### config.mk
export PLATFORM = sky130hd
export DESIGN_NAME = quad_eval_fsmd
export DESIGN_NICKNAME = d
export VERILOG_FILES = /design/src/rtl/quad_pkg.sv /design/src/rtl/quad_ctrl.sv /design/src/rtl/quad_dpath.sv /design/src/rtl/quad_eval_fsmd.sv
export SDC_FILE = /design/constraint.sdc
export NUM_CORES = 1
export LEC_CHECK = 0
export ABC_AREA = 1
export CAP_MARGIN = 10
export CELL_PAD_IN_SITES_DETAIL_PLACEMENT = 0
export CELL_PAD_IN_SITES_GLOBAL_PLACEMENT = 1
export CORE_UTILIZATION = 45
export CTS_BUF_LIST = sky130_fd_sc_hd__clkbuf_2 sky130_fd_sc_hd__clkbuf_4 sky130_fd_sc_hd__clkbuf_8
export CTS_CLUSTER_SIZE = 40
export DETAILED_ROUTE_END_ITERATION = 16
export GPL_TIMING_DRIVEN = 0
export PLACE_DENSITY_LB_ADDON = 0.1
export SLEW_MARGIN = 20
export SYNTH_ARGS = -nofsm -noshare
export SYNTH_HDL_FRONTEND = slang
export SYNTH_SLANG_ARGS = --single-unit
### constraint.sdc
create_clock -name clk -period 4.32 [get_ports clk]
set_input_delay 0.864 -clock clk [delete_from_list [all_inputs] [get_ports clk]]
set_output_delay 0.864 -clock clk [all_outputs]
set_load 0.005 [all_outputs]
### src/rtl/quad_pkg.sv
package quad_pkg;

  typedef enum logic [2:0] {
    ST_IDLE = 3'd0,
    ST_SQ   = 3'd1,
    ST_BX   = 3'd2,
    ST_LIN  = 3'd3,
    ST_FIN  = 3'd4
  } qstate_t;

  typedef enum logic {
    MA_X  = 1'b0,
    MA_XX = 1'b1
  } ma_sel_t;

  typedef enum logic [1:0] {
    MB_X = 2'd0,
    MB_A = 2'd1,
    MB_B = 2'd2
  } mb_sel_t;

  typedef enum logic {
    AD_C   = 1'b0,
    AD_LIN = 1'b1
  } ad_sel_t;

  typedef struct packed {
    ma_sel_t ma;
    mb_sel_t mb;
    ad_sel_t ad;
    logic    ld_x;
    logic    ld_xx;
    logic    ld_prod;
    logic    ld_lin;
    logic    ld_y;
  } ctl_t;

endpackage

### src/rtl/quad_ctrl.sv
module quad_ctrl
  import quad_pkg::*;
(
  input  logic    clk,
  input  logic    rst_n,
  input  logic    go,
  output qstate_t state,
  output ctl_t    ctl,
  output logic    done
);

  qstate_t state_d;

  always_comb begin
    state_d     = state;
    ctl         = '0;
    ctl.ma      = MA_X;
    ctl.mb      = MB_X;
    ctl.ad      = AD_C;
    unique case (state)
      ST_IDLE: begin
        if (go) begin
          ctl.ld_x = 1'b1;
          state_d  = ST_SQ;
        end
      end
      ST_SQ: begin
        ctl.ma    = MA_X;
        ctl.mb    = MB_X;
        ctl.ld_xx = 1'b1;
        state_d   = ST_BX;
      end
      ST_BX: begin
        ctl.ma      = MA_X;
        ctl.mb      = MB_B;
        ctl.ld_prod = 1'b1;
        state_d     = ST_LIN;
      end
      ST_LIN: begin
        ctl.ad      = AD_C;
        ctl.ld_lin  = 1'b1;
        ctl.ma      = MA_XX;
        ctl.mb      = MB_A;
        ctl.ld_prod = 1'b1;
        state_d     = ST_FIN;
      end
      ST_FIN: begin
        ctl.ad   = AD_LIN;
        ctl.ld_y = 1'b1;
        state_d  = ST_IDLE;
      end
      default: state_d = ST_IDLE;
    endcase
  end

  always_ff @(posedge clk or negedge rst_n) begin
    if (!rst_n) begin
      state <= ST_IDLE;
      done  <= 1'b0;
    end else begin
      state <= state_d;
      done  <= ctl.ld_y;
    end
  end

endmodule

### src/rtl/quad_dpath.sv
module quad_dpath
  import quad_pkg::*;
#(
  parameter int W = 8
) (
  input  logic         clk,
  input  logic         rst_n,
  input  ctl_t         ctl,
  input  logic [W-1:0] x_in,
  input  logic [W-1:0] coef_a,
  input  logic [W-1:0] coef_b,
  input  logic [W-1:0] coef_c,
  output logic [W-1:0] y_q
);

  logic [W-1:0] x_q, xx_q, prod_q, lin_q;
  logic [W-1:0] op_a, op_b, mul_out;
  logic [W-1:0] add_other, add_out;

  // multiplier operand steering
  always_comb begin
    op_a = (ctl.ma == MA_XX) ? xx_q : x_q;
    unique case (ctl.mb)
      MB_A:    op_b = coef_a;
      MB_B:    op_b = coef_b;
      default: op_b = x_q;
    endcase
  end

  assign mul_out = op_a * op_b;

  // adder: one input is always the registered product
  assign add_other = (ctl.ad == AD_LIN) ? lin_q : coef_c;
  assign add_out   = prod_q + add_other;

  always_ff @(posedge clk or negedge rst_n) begin
    if (!rst_n) begin
      x_q    <= '0;
      xx_q   <= '0;
      prod_q <= '0;
      lin_q  <= '0;
      y_q    <= '0;
    end else begin
      if (ctl.ld_x)    x_q    <= x_in;
      if (ctl.ld_xx)   xx_q   <= mul_out;
      if (ctl.ld_prod) prod_q <= mul_out;
      if (ctl.ld_lin)  lin_q  <= add_out;
      if (ctl.ld_y)    y_q    <= add_out;
    end
  end

endmodule

### src/rtl/quad_eval_fsmd.sv
module quad_eval_fsmd
  import quad_pkg::*;
#(
  parameter int W = 8
) (
  input  logic         clk,
  input  logic         rst_n,
  input  logic         go,
  input  logic [W-1:0] x_in,
  input  logic [W-1:0] coef_a,
  input  logic [W-1:0] coef_b,
  input  logic [W-1:0] coef_c,
  output logic [W-1:0] y_out,
  output logic         done
);

  logic    rst_meta_n, rst_q_n;
  qstate_t state;
  ctl_t    ctl;

  // reset asserts at once, releases on the clock
  always_ff @(posedge clk or negedge rst_n) begin
    if (!rst_n) begin
      rst_meta_n <= 1'b0;
      rst_q_n    <= 1'b0;
    end else begin
      rst_meta_n <= 1'b1;
      rst_q_n    <= rst_meta_n;
    end
  end

  quad_ctrl u_ctrl (
    .clk   (clk),
    .rst_n (rst_q_n),
    .go    (go),
    .state (state),
    .ctl   (ctl),
    .done  (done)
  );

  quad_dpath #(.W(W)) u_dpath (
    .clk    (clk),
    .rst_n  (rst_q_n),
    .ctl    (ctl),
    .x_in   (x_in),
    .coef_a (coef_a),
    .coef_b (coef_b),
    .coef_c (coef_c),
    .y_q    (y_out)
  );

endmodule

-- Word level (Yosys, flattened, before mapping)
Index checks and enable logic that the tools add are counted.
Widths: inputs -> output; s select.
- muxes and demuxes: 12
- magnitude comparators: 0
- reduce and logical (&&, ||, !) cells: 2
- multiply operators: 1
- $add $sub $neg: 1
- equal/unequal tests: 7
- div/mod/pow operators: 0
- bitwise gates (word level): 0
- shift-type cells: 0
- operators with widths (kind ; count):
    $mux 8 ; 2
    $pmux 8 s2 ; 1
    $pmux 3 s4 ; 1
    $add 8x8->8 ; 1
    $mul 8x8->8 ; 1
    $eq 3x2->1 const B ; 2
    $mux 1 ; 6
    $pmux 3 s2 ; 1
    $eq 3x1->1 const B ; 1
    $eq 3x3->1 const B ; 1
    $logic_not 3->1 ; 1
    $mux 3 ; 1
    $eq 2x1->1 const B ; 1
    $eq 2x2->1 const B ; 1
    $ne 2x2->1 const B ; 1
    $reduce_or 2->1 ; 1
- input bits: 35
- register bits after elaboration: 46
- bits in writable memories: 0
- ROM bits: 0
- bits in latches: 0
- memories kept: 0

-- Longest topological paths before layout
Gate-level depths: netlist of the first run.
- depth in word-level cells: 5
- mapped depth: 32
- gate-level depth less buffers: 32

-- Hierarchy
A second synthesis of the first run with hierarchy kept.
- cell total of the unflattened synthesis: 462
- area total of the unflattened synthesis: 3430.8 µm²
- modules (own cells, without submodules) (module ; cells an instance ; sequential area each (µm²) ; times used ; area an instance (µm²)):
    quad_dpath ; 433 ; 1001.0 ; 1 ; 3175.5
    quad_ctrl ; 26 ; 100.1 ; 1 ; 201.4
    quad_eval_fsmd ; 3 ; 50.0 ; 1 ; 53.8

-- Worst setup path after synthesis of the first run
OpenSTA, ideal clock, no wires.
- path type: input to register
- start point: input port coef_a[4]
- end point: register u_dpath.prod_q[7]
- stages on the path: 28
- slack: -0.491 ns
- arrival time: 4.694 ns
- library setup time: 0.117 ns
- buffers on the path: 0
- path through: nor2_1 nor2_1 nand2_1 or2_2 fa_1 fa_1 inv_1 fa_1 inv_1 fa_1 inv_1 ha_1 a21oi_1 nand2_1 nand2_1 nand2_1 inv_1 nand2_1 nand2_1 clkinv_1 nand2_1 nand2_1 nand2_1 nand2_1 inv_1 nand2_1 nand3_1 nand2_1
- longest elaborated chain between the ends: 2
- RTL lines (item ; line ; RTL):
    start: declaration ; quad_eval_fsmd.sv:10 ; input logic [W-1:0] coef_a,
    $pmux 8 s2 ; quad_dpath.sv:23 ; unique case (ctl.mb)
    $mul 8x8->8 ; quad_dpath.sv:30 ; assign mul_out = op_a * op_b;
    end signal: assignment ; quad_dpath.sv:46 ; if (ctl.ld_prod) prod_q <= mul_out;
    end: declaration ; quad_dpath.sv:16 ; logic [W-1:0] x_q, xx_q, prod_q, lin_q;
Every way passes these cells.
A chain may end at the register's enable or synchronous reset.

-- Worst setup path after layout of the first run
- start point: input port coef_a[1]
- end point: register u_dpath.prod_q[7]
The elaborated chain is that of the path after synthesis.

==> summary.txt, run 1 <==
Clock tree
  – TritonCTS Sinks: 46
  – H-tree levels: 2
  – Hold_buf cts: 0
  – Root buf cell: clkbuf_8
  – Later-pin clock latency in the skew report: 0.31 ns
  – Total CTS buffers: 5
  – CTS tree: yes
  – Clk slew on worst S/H paths: 0.10 ns
  – CTS Buffer Depth: 2

Worst setup path
  – Worst r2r path cells: 30
  – FF-to-FF End: u_dpath.prod_q[7]$_DFFE_PN0P_
  – Max incr delay on CP: 0.56 ns
  – CP Depth: 28
  – CP most frequent cell: nand2_2
  – Crit path kind: input pin to flip-flop
  – Crit Path Max Fanout: 3
  – FF-to-FF setup slack: -0.35 ns
  – CP endpoint: u_dpath.prod_q[7]$_DFFE_PN0P_
  – Critical Path Source: coef_a[1]
  – WP data arrival: 4.90 ns
  – Critical-path top delay cell: fa_1
  – Critical path's top delay family: adder cells
  – Critical Path RT: 4.53 ns
  – Buf/Inv on CP: 8
  – Startpoint types: input pin
  – Critical path capture point type: flip-flop
  – Worst reg2reg startpoint: u_ctrl.state[2]$_DFFE_PN0P_

Synth
  – Ys async rst share: 100%
  – FF+latch count, synth: 46
  – Post-synth EDFFs: 0
  – Post-Synthesis Cells: 460
  – Mapped cell area: 3370 um2
  – Top_reg_cell synth: dfrtp_1
  – Synth area leaders: dfrtp_1 34%, nand2_1 15%, inv_1 8.7%
  – YS warnings: 0
  – Avg Inst Size Synth: 7.32 um2
  – Synth top area share: 34.2%
  – Count leader, synth: nand2_1
  – Most frequent cells after synthesis: 137 x nand2_1, 78 x inv_1, 46 x dfrtp_1
  – Netlist cell types: 28
  – Sequential share of the synthesized area: 34.2%
  – Syn_nets: 531
  – Cell taking the most area after synthesis: dfrtp_1

Floorplan
  – Die height: 88.5 um
  – FP Rows: 31
  – I/O Pins: 44
  – Die Area: 7830 um2
  – Die X: 88.5 um
  – Initial Utilization: 46.4%
  – Core area: 7250 um2

Cells and area
  – Fillers: 686
  – N_diodes: 0
  – Area growth, synth to finish: 33.0%
  – Layout cell share with drive strength beyond 1: 18.5%
  – Layout net count: 605
  – Fin util: 61.7%
  – Post-route cell area: 4480 um2

STA
  – Final setup fails: 2
  – Slew Limit Fails: 0
  – Final WS setup: -0.367 ns
  – RSZ-0062 raised after global routing: true
  – Min Tclk post-route: 4.69 ns
  – Fmax: 213 MHz
  – Fin Clk Skew: 0.00786 ns
  – Tcrit/Tclk final: 109%
  – Final Hold Fails: 0
  – Worst hold margin: 0.296 ns
  – Slew at the pin closest to its max-slew limit: 0.631 ns
  – Worst slew margin: 57.9%

GRT
  – Congestion Overflow GR: 0
  – Largest net degree at the start of global routing: 26
  – First-pass GRT wire length: 13600 um
  – Vias in the first global route: 2814
  – Initial antenna violation count: 0
  – Total track usage: 22.9%

Placement
  – Detailed Place HPWL: 6250 um
  – Placed inst area: 3980 um2
  – Port Buf Inserts: 43
  – GPL Wtd Cong: 0.809

Status
  – Failing checks: setup timing
  – Status: finished with violations

Routing
  – WL final: 8440 um
  – Vias post-DR: 3020
  – Vias per cell: 4.76
  – Avg WL per Cell: 13.3 um
  – Post-route ant nets: 0
  – Post-route DRC violation count: 0
  – First-pass DRT Iterations: 4
  – DR iter-0 viols: 116

Min path
  – Worst Hold Class: flip-flop to async pin

Job
  – Maxcap violations: 0
placed cells by master, fill, tap and decap left out, types with 2 or more instances in the layout:
cell / Yosys / routed
buf_4: 0 / 22
buf_2: 2 / 2
buf_6: 3 / 3
nand3_2: 4 / 6
xnor2_1: 6 / 5
nand2_1: 137 / 122
o21ai_4: 0 / 2
nand3_1: 24 / 18
nand3b_1: 2 / 2
ha_4: 0 / 3
fa_1: 13 / 12
inv_2: 3 / 7
nand2_2: 3 / 18
dfrtp_1: 46 / 43
o21ai_1: 5 / 4
clkdlybuf4s50_1: 0 / 37
o21ai_0: 29 / 29
nor2_1: 45 / 39
inv_4: 0 / 2
clkbuf_1: 6 / 6
ha_1: 23 / 20
dlygate4sd2_1: 0 / 5
o21a_1: 2 / 2
a21oi_1: 13 / 12
nor2_2: 2 / 3
inv_1: 78 / 72
dfrtp_2: 0 / 3
clkbuf_8: 0 / 5
xor2_1: 4 / 4
nand3_4: 0 / 4
nor2_4: 0 / 5
how the worst min path moves through the flow:
stage | start | endpoint | cells past startpoint
6_report | rst_q_n$_DFF_PN0_ | u_dpath.x_q[3]$_DFFE_PN0P_ | 0
5_1_grt | rst_q_n$_DFF_PN0_ | u_dpath.lin_q[5]$_DFFE_PN0N_ | 0
4_1_cts | rst_q_n$_DFF_PN0_ | u_dpath.lin_q[5]$_DFFE_PN0N_ | 0
3_5_place_dp | rst_q_n$_DFF_PN0_ | u_dpath.x_q[3]$_DFFE_PN0P_ | 0
3_3_place_gp | rst_meta_n$_DFF_PN0_ | rst_q_n$_DFF_PN0_ | 0
2_1_floorplan | rst_meta_n$_DFF_PN0_ | rst_q_n$_DFF_PN0_ | 0
area by class of cell:
cell class / count / area, um2 / area share, %
sequential: 46 / 1150 / 25.8
clock buffer: 5 / 68.8 / 1.54
buffer: 11 / 72.6 / 1.62
timing repair buffer: 67 / 636 / 14.2
clock inverter: 3 / 48.8 / 1.09
tap: 99 / 124 / 2.77
multi-input combinational: 320 / 2050 / 45.9
inverter: 83 / 318 / 7.10
flip-flops by register name, indices dropped and copies added (netlist names):
register        flops
u_dpath.y_q         8
u_ctrl.done         1
u_dpath.x_q         8
rst_meta_n          1
u_dpath.lin_q       8
u_dpath.xx_q        8
rst_q_n             1
u_dpath.prod_q      8
u_ctrl.state        3
stage by stage:
step,worst slack [ns],cells,setup TNS (ns)
global route,-0.560,634,-1.11
detailed placement,-1.07,603,-3.34
CTS,-0.430,630,-0.854
finish,-0.367,634,-0.719
floorplan,-0.123,460,-0.242
global placement,-1.00,602,-3.12
routing by layer:
metal	routed length, um	vias to the layer above	global-route usage (%)
met3	292	10	3.73
li1	-	1545	-
met2	4000	74	39.4
met5	0	-	0
met1	4010	1391	31.1
met4	136	0	3.52
kinds of logic after synthesis:
kind of cell               after synthesis  share of synthesized area [%]
AOI/OAI and AO/OA                       52                           8.14
and+or+nand+nor                        219                           26.8
adders and majority gates               36                           16.3
xor gates and xnor gates                10                           2.60
DFF                                     46                           34.2
other                                    1                          0.111
muxes                                    2                          0.632
buffers and inverters                   94                           11.2
repair_timing:
item	CTS	global route
cloned	0	0
resized for setup	38	26
endpoints found under the setup margin	4	4
buffers inserted	19	4
pin swaps	20	18
Power of run 1 is left out: the tool's default activity adds up to more than one toggle a clock period on the data nets, which glitch-free logic cannot reach.
==> run 2, diff against run 1 <==
CAP_MARGIN = default   (was 10)
SKIP_LAST_GASP = 1   (was default)
==> results of run 2 <==
The final DEF is identical to that of run 1; final timing and power are the same.
Power of run 2 is left out for the same reason.
